### src/rtl/pst_pkg.sv
package pst_pkg;

    typedef enum logic [1:0] {
        ST_IDLE,
        ST_DELAY,
        ST_SHIFT,
        ST_DONE
    } tx_state_e;

    localparam logic [1:0] FMT_TDM = 2'b00;
    localparam logic [1:0] FMT_I2S = 2'b01;
    localparam logic [1:0] FMT_LJ  = 2'b10;

    localparam int CFG_DW = 8;

    // word-length code to bit count
    function automatic logic [5:0] word_bits(input logic [1:0] code);
        logic [5:0] n;
        unique case (code)
            2'b00:   n = 6'd16;
            2'b01:   n = 6'd20;
            2'b10:   n = 6'd24;
            default: n = 6'd32;
        endcase
        return n;
    endfunction

endpackage

### src/rtl/pst_cfg_regs.sv
module pst_cfg_regs
    import pst_pkg::*;
#(
    parameter int NUM_CH = 8,
    parameter int SLOT_W = 5,
    parameter int ADDR_W = 4
) (
    input  logic                     clk,
    input  logic                     rst_n,
    input  logic                     cfg_wr,
    input  logic [ADDR_W-1:0]        cfg_addr,
    input  logic [CFG_DW-1:0]        cfg_wdata,
    output logic [1:0]               fmt,
    output logic [1:0]               wcode,
    output logic                     fs_inv,
    output logic                     bclk_inv,
    output logic [SLOT_W-1:0]        offset,
    output logic [NUM_CH*SLOT_W-1:0] slot_cfg
);

    localparam logic [ADDR_W-1:0] A_CTRL = ADDR_W'(0);
    localparam logic [ADDR_W-1:0] A_OFFS = ADDR_W'(1);
    localparam int                A_SLOT = 2;

    always_ff @(posedge clk or negedge rst_n) begin
        if (!rst_n) begin
            fmt      <= FMT_TDM;
            wcode    <= 2'b11;
            fs_inv   <= 1'b0;
            bclk_inv <= 1'b0;
            offset   <= '0;
        end else if (cfg_wr) begin
            if (cfg_addr == A_CTRL) begin
                fmt      <= cfg_wdata[1:0];
                wcode    <= cfg_wdata[3:2];
                fs_inv   <= cfg_wdata[4];
                bclk_inv <= cfg_wdata[5];
            end
            if (cfg_addr == A_OFFS) begin
                offset <= cfg_wdata[SLOT_W-1:0];
            end
        end
    end

    for (genvar c = 0; c < NUM_CH; c++) begin : g_slot
        logic [SLOT_W-1:0] slot_q;
        always_ff @(posedge clk or negedge rst_n) begin
            if (!rst_n) begin
                slot_q <= '0;
            end else if (cfg_wr && cfg_addr == ADDR_W'(A_SLOT + c)) begin
                slot_q <= cfg_wdata[SLOT_W-1:0];
            end
        end
        assign slot_cfg[c*SLOT_W +: SLOT_W] = slot_q;
    end

endmodule

### src/rtl/pst_edge_sync.sv
module pst_edge_sync (
    input  logic clk,
    input  logic rst_n,
    input  logic bclk_in,
    input  logic fsync_in,
    input  logic bclk_inv,
    input  logic fs_inv,
    output logic tick,
    output logic fs_eff
);

    logic b_s1, b_s2, f_s1, f_s2, b_prev;
    logic b_eff;

    always_ff @(posedge clk or negedge rst_n) begin
        if (!rst_n) begin
            b_s1   <= 1'b0;
            b_s2   <= 1'b0;
            f_s1   <= 1'b0;
            f_s2   <= 1'b0;
            b_prev <= 1'b0;
        end else begin
            b_s1   <= bclk_in;
            b_s2   <= b_s1;
            f_s1   <= fsync_in;
            f_s2   <= f_s1;
            b_prev <= b_eff;
        end
    end

    assign b_eff  = b_s2 ^ bclk_inv;
    assign fs_eff = f_s2 ^ fs_inv;
    assign tick   = b_prev & ~b_eff;

endmodule

### src/rtl/pst_slot_owner.sv
module pst_slot_owner #(
    parameter int NUM_CH = 8,
    parameter int SLOT_W = 5,
    parameter int CH_W   = 3
) (
    input  logic [NUM_CH*SLOT_W-1:0] slot_cfg,
    input  logic [SLOT_W-1:0]        code,
    output logic                     hit,
    output logic [CH_W-1:0]          idx
);

    // scan downward so the lowest matching channel is the last written
    always_comb begin
        hit = 1'b0;
        idx = '0;
        for (int c = NUM_CH - 1; c >= 0; c--) begin
            if (slot_cfg[c*SLOT_W +: SLOT_W] == code) begin
                hit = 1'b1;
                idx = CH_W'(c);
            end
        end
    end

endmodule

### src/rtl/pst_serializer.sv
module pst_serializer
    import pst_pkg::*;
#(
    parameter int NUM_CH = 8,
    parameter int SLOT_W = 5,
    parameter int WORD_W = 32,
    parameter int CH_W   = 3
) (
    input  logic                     clk,
    input  logic                     rst_n,
    input  logic                     tick,
    input  logic                     fs_eff,
    input  logic [1:0]               fmt,
    input  logic [1:0]               wcode,
    input  logic [SLOT_W-1:0]        offset,
    input  logic [NUM_CH*WORD_W-1:0] ch_data,
    input  logic                     owner_hit,
    input  logic [CH_W-1:0]          owner_idx,
    output logic [SLOT_W-1:0]        lookup_code,
    output logic                     sd_o,
    output logic                     sd_oe
);

    localparam int CNT_W = SLOT_W + 1;
    localparam int BIT_W = $clog2(WORD_W);
    localparam int HALF  = 1 << (SLOT_W - 1);

    tx_state_e            state_q, state_d;
    logic [CNT_W-1:0]     rem_q, rem_d;
    logic [SLOT_W-1:0]    slot_q, slot_d;
    logic [BIT_W-1:0]     bit_q, bit_d;
    logic                 half_q, half_d;
    logic                 fsp_q;
    logic [NUM_CH*WORD_W-1:0] shadow_q;

    logic                 is_tdm, fs_rise, fs_fall;
    logic                 frame_evt, right_evt, start;
    logic [5:0]           wl;
    logic [BIT_W-1:0]     first_bit;
    logic [CNT_W-1:0]     delay;
    logic [SLOT_W-1:0]    last_slot;
    logic [NUM_CH*WORD_W-1:0] src;
    logic [WORD_W-1:0]    word;
    logic [BIT_W-1:0]     sel;
    logic                 drive;

    assign is_tdm  = !(fmt == FMT_I2S || fmt == FMT_LJ);
    assign fs_rise = tick & fs_eff & ~fsp_q;
    assign fs_fall = tick & ~fs_eff & fsp_q;

    always_comb begin
        frame_evt = 1'b0;
        right_evt = 1'b0;
        if (fmt == FMT_I2S) begin
            frame_evt = fs_fall;
            right_evt = fs_rise;
        end else if (fmt == FMT_LJ) begin
            frame_evt = fs_rise;
            right_evt = fs_fall;
        end else begin
            frame_evt = fs_rise;
        end
    end

    assign start     = frame_evt | right_evt;
    assign wl        = word_bits(wcode);
    assign first_bit = BIT_W'(wl - 6'd1);
    assign delay     = CNT_W'(offset) + CNT_W'(fmt != FMT_LJ);
    assign last_slot = is_tdm ? {SLOT_W{1'b1}} : SLOT_W'(HALF - 1);

    // next-state process
    always_comb begin
        state_d = state_q;
        rem_d   = rem_q;
        slot_d  = slot_q;
        bit_d   = bit_q;
        half_d  = half_q;
        if (tick) begin
            if (start) begin
                half_d = right_evt;
                slot_d = '0;
                bit_d  = first_bit;
                if (delay == '0) begin
                    state_d = ST_SHIFT;
                end else begin
                    state_d = ST_DELAY;
                    rem_d   = delay;
                end
            end else begin
                unique case (state_q)
                    ST_IDLE: state_d = ST_IDLE;
                    ST_DONE: state_d = ST_DONE;
                    ST_DELAY: begin
                        if (rem_q == CNT_W'(1)) begin
                            state_d = ST_SHIFT;
                            slot_d  = '0;
                            bit_d   = first_bit;
                        end else begin
                            rem_d = rem_q - CNT_W'(1);
                        end
                    end
                    ST_SHIFT: begin
                        if (bit_q == '0) begin
                            if (slot_q == last_slot) begin
                                state_d = ST_DONE;
                            end else begin
                                slot_d = slot_q + SLOT_W'(1);
                                bit_d  = first_bit;
                            end
                        end else begin
                            bit_d = bit_q - BIT_W'(1);
                        end
                    end
                endcase
            end
        end
    end

    assign lookup_code = is_tdm ? slot_d : {half_d, slot_d[SLOT_W-2:0]};
    assign src   = frame_evt ? ch_data : shadow_q;
    assign word  = src[owner_idx*WORD_W +: WORD_W];
    assign sel   = BIT_W'(WORD_W - int'(wl) + int'(bit_d));
    assign drive = (state_d == ST_SHIFT) && owner_hit;

    // state register process
    always_ff @(posedge clk or negedge rst_n) begin
        if (!rst_n) begin
            state_q  <= ST_IDLE;
            rem_q    <= '0;
            slot_q   <= '0;
            bit_q    <= '0;
            half_q   <= 1'b0;
            fsp_q    <= 1'b0;
            shadow_q <= '0;
        end else begin
            state_q <= state_d;
            rem_q   <= rem_d;
            slot_q  <= slot_d;
            bit_q   <= bit_d;
            half_q  <= half_d;
            if (tick) fsp_q <= fs_eff;
            if (tick && frame_evt) shadow_q <= ch_data;
        end
    end

    // output process
    always_ff @(posedge clk or negedge rst_n) begin
        if (!rst_n) begin
            sd_oe <= 1'b0;
            sd_o  <= 1'b0;
        end else if (tick) begin
            sd_oe <= drive;
            sd_o  <= drive & word[sel];
        end
    end

    p_oe_in_shift_r9: assert property (@(posedge clk) disable iff (!rst_n)
        sd_oe |-> state_q == ST_SHIFT);

    p_quiet_line_r9: assert property (@(posedge clk) disable iff (!rst_n)
        !sd_oe |-> !sd_o);

    p_launch_edge_r12: assert property (@(posedge clk) disable iff (!rst_n)
        !tick |=> $stable(sd_oe) && $stable(sd_o));

    p_half_limit_r6: assert property (@(posedge clk) disable iff (!rst_n)
        (state_q == ST_SHIFT && !is_tdm) |-> slot_q < SLOT_W'(HALF));

    p_delay_live_r7: assert property (@(posedge clk) disable iff (!rst_n)
        state_q == ST_DELAY |-> rem_q != '0);

    p_lj_same_edge_r5: assert property (@(posedge clk) disable iff (!rst_n)
        (frame_evt && fmt == FMT_LJ && offset == '0)
            |=> state_q == ST_SHIFT && slot_q == '0 && !half_q);

    p_i2s_one_late_r4: assert property (@(posedge clk) disable iff (!rst_n)
        (frame_evt && fmt == FMT_I2S) |=> state_q == ST_DELAY && !half_q);

endmodule

### src/rtl/pcm_slot_tx.sv
module pcm_slot_tx
    import pst_pkg::*;
#(
    parameter int NUM_CH = 8,
    parameter int SLOT_W = 5,
    parameter int WORD_W = 32,
    parameter int ADDR_W = 4
) (
    input  logic                     clk,
    input  logic                     rst_n,
    input  logic                     cfg_wr,
    input  logic [ADDR_W-1:0]        cfg_addr,
    input  logic [CFG_DW-1:0]        cfg_wdata,
    input  logic                     bclk_in,
    input  logic                     fsync_in,
    input  logic [NUM_CH*WORD_W-1:0] ch_data,
    output logic                     sd_o,
    output logic                     sd_oe
);

    localparam int CH_W = (NUM_CH > 1) ? $clog2(NUM_CH) : 1;

    logic [1:0]               fmt, wcode;
    logic                     fs_inv, bclk_inv;
    logic [SLOT_W-1:0]        offset;
    logic [NUM_CH*SLOT_W-1:0] slot_cfg;
    logic                     tick, fs_eff;
    logic [SLOT_W-1:0]        lookup_code;
    logic                     owner_hit;
    logic [CH_W-1:0]          owner_idx;

    pst_cfg_regs #(.NUM_CH(NUM_CH), .SLOT_W(SLOT_W), .ADDR_W(ADDR_W)) u_regs (
        .clk(clk), .rst_n(rst_n), .cfg_wr(cfg_wr), .cfg_addr(cfg_addr),
        .cfg_wdata(cfg_wdata), .fmt(fmt), .wcode(wcode), .fs_inv(fs_inv),
        .bclk_inv(bclk_inv), .offset(offset), .slot_cfg(slot_cfg)
    );

    pst_edge_sync u_sync (
        .clk(clk), .rst_n(rst_n), .bclk_in(bclk_in), .fsync_in(fsync_in),
        .bclk_inv(bclk_inv), .fs_inv(fs_inv), .tick(tick), .fs_eff(fs_eff)
    );

    pst_slot_owner #(.NUM_CH(NUM_CH), .SLOT_W(SLOT_W), .CH_W(CH_W)) u_owner (
        .slot_cfg(slot_cfg), .code(lookup_code), .hit(owner_hit), .idx(owner_idx)
    );

    pst_serializer #(.NUM_CH(NUM_CH), .SLOT_W(SLOT_W), .WORD_W(WORD_W), .CH_W(CH_W)) u_ser (
        .clk(clk), .rst_n(rst_n), .tick(tick), .fs_eff(fs_eff), .fmt(fmt),
        .wcode(wcode), .offset(offset), .ch_data(ch_data), .owner_hit(owner_hit),
        .owner_idx(owner_idx), .lookup_code(lookup_code), .sd_o(sd_o), .sd_oe(sd_oe)
    );

endmodule

### config.mk
export PLATFORM = sky130hd
export DESIGN_NAME = pcm_slot_tx
export DESIGN_NICKNAME = d
export VERILOG_FILES = /design/src/rtl/pst_pkg.sv /design/src/rtl/pst_cfg_regs.sv /design/src/rtl/pst_edge_sync.sv /design/src/rtl/pst_slot_owner.sv /design/src/rtl/pst_serializer.sv /design/src/rtl/pcm_slot_tx.sv
export SDC_FILE = /design/constraint.sdc
export NUM_CORES = 1
export LEC_CHECK = 0
export ABC_AREA = 1
export CAP_MARGIN = 20
export CELL_PAD_IN_SITES_DETAIL_PLACEMENT = 1
export CELL_PAD_IN_SITES_GLOBAL_PLACEMENT = 1
export CORE_MARGIN = 2
export CORE_UTILIZATION = 42
export CTS_CLUSTER_DIAMETER = 40
export DETAILED_ROUTE_END_ITERATION = 8
export PLACE_DENSITY_LB_ADDON = 0.1
export SLEW_MARGIN = 20
export SYNTH_ARGS = -nofsm -noshare
export SYNTH_HDL_FRONTEND = slang
export SYNTH_SLANG_ARGS = --single-unit
### constraint.sdc
create_clock -name clk -period 4.3 [get_ports clk]
set_clock_uncertainty 0.1 [all_clocks]
set_input_delay 0.645 -clock clk [delete_from_list [all_inputs] [get_ports clk]]
set_output_delay 0.645 -clock clk [all_outputs]
set_load 0.02 [all_outputs]
==> results_dict.tcl <==
set metrics [dict create \
    first_iter_violations 836 \
    p_sw_frac 0.431 \
    async_flop_share 1.00 \
    p_int_mw 12.7 \
    final.setup.tns_ns 0 \
    ys_warn_count 0 \
    grt_start_max_net_pins 152 \
    clk_latency_ns 0.61 \
    clockPowerShare 0.203 \
    seq_power_share 0.224 \
    antenna_found_initial 5 \
    holdPathStages 0 \
    drv_slew 0 \
    io_pins 275 \
    gp_congestion 0.833 \
    min_period_ns 4.06 \
    root_buffer "clkbuf_16" \
    cts_sinks 334 \
    leakage_nw 10.3 \
    fillers 4335 \
    start_util 0.423 \
    grt_setup_unrepaired "true" \
    worstPathArrival_ns 4.47 \
    dr.pass1.iters 5 \
    syn_nets 2012 \
    p_comb_frac 0.573 \
    grt_usage 0.266 \
    required_ns 4.70 \
    grt_overflow 0 \
    max_freq_mhz 246 \
    nets 2344 \
    min-delay-start "u_sync.b_s1" \
    rr_startpoint "u_ser.state_q[1]" \
    vias_per_cell 5.35 \
    period_share 0.944 \
    ir_drop_mv 0.515 \
    numCtsBuffers 56 \
    hpwl_mm 36.8 \
    crit_type "reg -> reg" \
    cellPowerDensity_mw_per_mm2 965 \
    ys_types 42 \
    die_h_um 204 \
    synth_edf_count 0 \
    hold_viol 0 \
    slew_headroom 0.0958 \
    clockBufferDepth 3 \
    cap_violations 0 \
    status "complete, no violations" \
    grt_pass1_wl_mm 85.3 \
    post_drt_wl_per_cell_um 21.4 \
    num_rows 73 \
    synth_area_sq_mm 0.0167 \
    tightest_slew_ns 1.34 \
    mostFrequentLayoutCells "nand2_1, dfrtp_1, nand3_1" \
    synth_cells 1719 \
    tritoncts "built" \
    synth_flop_cell "dfrtp_1" \
    startpoint_type "flip-flop" \
    synth_seq_cells 334 \
    placedInstanceArea_sq_mm 0.0204 \
    setup_viol 0 \
    cp-end-kind "flip-flop" \
    worst-r2r-setup-slack_ns 0.24 \
    cp_max_fo 22 \
    clk_pin_slew_worst_paths_ns 0.06 \
    die-width_um 204 \
    holdPathEnd "u_sync.b_s2" \
    rr_endpoint "u_ser.sd_o" \
    fin_area_sq_mm 0.0232 \
    num_vias 14100 \
    power.switching_mw 9.63 \
    wl_mm 56.3 \
    die-area_sq_mm 0.0414 \
    final_common_cell "nand2_1" \
    coreArea_sq_mm 0.0395 \
    grt_pass1_vias 15200 \
    htreeDepth 2 \
    r2r_cells 25 \
    ys_seq_area_frac 0.500 \
    synthToLayoutAreaGrowth_pct 38.6 \
    synth.avg_cell_area_sq_um 9.73 \
    drc_errors 0 \
    io_buffer_count 272 \
    antenna_left 0 \
    min_path_type "reg -> reg" \
    drive_gt1_frac 0.247 \
    holdWs_ns 0.264 \
]
==> critical path: stages (launching register included) <==
cell and delay (ns):
dfrtp_1 0.37, inv_1 0.10, ha_2 0.40, nand2_1 0.08, inv_1 0.14, nand3_1 0.11, nand2_1 0.09, nand3_2 0.16
nand2_8 0.17, buf_4 0.12, xor2_1 0.16, nor2_1 0.11, o2111ai_4 0.11, nand2_1 0.15, a31oi_4 0.29, buf_6 0.20
buf_12 0.18, nand3_1 0.17, nand3_1 0.13, nand3_2 0.10, a21oi_2 0.18, nor2_2 0.07, nand2_1 0.05, nand3_1 0.06
nand3_1 0.09, nand2_1 0.05
==> sequential cells by signal, indices dropped and copies added, names as in the netlist, 2 cells and up <==
| register | cells |
|---|---|
| u_ser.shadow_q | 256 |
| u_regs.g_slot.slot_q | 40 |
| u_ser.rem_q | 6 |
| u_regs.offset | 5 |
| u_ser.bit_q | 5 |
| u_ser.slot_q | 5 |
| u_regs.fmt | 2 |
| u_regs.wcode | 2 |
| u_ser.state_q | 2 |
==> per-stage QoR <==
| stage | setup slack [ns] | util | instances | total power [mW] |
|---|---|---|---|---|
| final | 0.239 | 0.586 | 2627 | 22.4 |
| after global routing | -0.0944 | 0.586 | 2627 | 23.8 |
| after CTS | 0.00288 | 0.567 | 2597 | 21.0 |
| after detailed placement | -0.0165 | 0.516 | 2486 | 16.0 |
| after global placement | 0.0514 | 0.516 | 2486 | 15.7 |
| after floorplan | 0.745 | - | 1719 | 11.9 |
==> timing repair <==
action	in CTS	in global routing
setup buffers	5	17
endpoints found under the hold margin	16	0
setup endpoints to repair	1	1
hold buffers	1	0
resized for setup	5	87
gates cloned	1	8
pin swaps	3	18
==> cell families after synthesis <==
logic type	synth area share
and+or+nand+nor	0.210
DFF	0.500
muxes	0.171
buffers and inverters	0.0458
AOI/OAI and AO/OA	0.0382
xor gates and xnor gates	0.0199
adders and majority gates	0.0150
==> final cells by class <==
class,instances,area (sq um),area share
Clock buffer,69,1530,0.0660
Clock inverter,35,390,0.0168
Sequential cell,334,8360,0.361
Tap cell,525,657,0.0283
Antenna cell,5,12.5,0.000540
Multi-Input combinational cell,1208,7970,0.344
Inverter,86,334,0.0144
Timing Repair Buffer,365,3930,0.169
==> cells in the mapped netlist, types with 2 or more instances <==
library cell	count	share of area
dfrtp_1	332	0.50
nand3b_1	6	0.0027
buf_1	4	0.00090
buf_6	3	0.0020
nand4_1	6	0.0022
nand2_4	4	0.0027
clkbuf_1	45	0.010
dfstp_2	2	0.0031
mux2_2	241	0.16
nand2_1	366	0.082
inv_2	3	0.00067
nor2_1	43	0.0097
nand3_2	7	0.0042
a31oi_1	2	0.00075
inv_1	80	0.018
buf_4	10	0.0045
o21bai_1	2	0.00090
o2111ai_1	5	0.0026
nand3_1	329	0.098
a21oi_1	22	0.0066
ha_1	20	0.015
buf_2	30	0.0090
nor3_1	7	0.0021
o211ai_1	3	0.0013
nor4_1	2	0.00075
clkinv_1	3	0.00067
nand2_2	6	0.0022
xnor2_1	9	0.0047
mux2i_1	15	0.0090
xor2_1	29	0.015
o21ai_0	72	0.022
==> power groups by stage <==
| stage | clock, mW | sequential, mW | combinational, mW |
|---|---|---|---|
| 2_1_floorplan | 0 | 4.88 | 7.06 |
| 3_3_place_gp | 0 | 4.95 | 10.7 |
| 3_5_place_dp | 0 | 5.05 | 11.0 |
| 4_1_cts | 4.61 | 5.01 | 11.4 |
| 5_1_grt | 4.75 | 5.16 | 13.9 |
| 6_report | 4.53 | 5.02 | 12.8 |
==> how the worst max path moves through the flow <==
stage | end | start | slack, ns | cells past startpoint
floorplan | u_ser.sd_o | u_ser.state_q[0] | 0.75 | 30
CTS | u_ser.sd_o | u_regs.fmt[0] | 0.003 | 33
global placement | u_ser.sd_o | u_regs.fmt[0] | 0.05 | 30
global route | u_ser.sd_o | u_regs.fmt[0] | -0.09 | 36
detailed placement | u_ser.sd_o | u_regs.fmt[0] | -0.02 | 30
finish | u_ser.sd_o | u_ser.state_q[1] | 0.24 | 25
==> metal layers <==
layer,wire length (um),part of all wire,vias up,track usage
met2,27800,0.49,327,0.450
met5,0,0,-,0
met3,2540,0.045,90,0.0393
met1,24500,0.43,7108,0.345
met4,1460,0.026,0,0.102
li1,-,-,6537,-
Note: power is estimated with default switching activity, not from simulation.
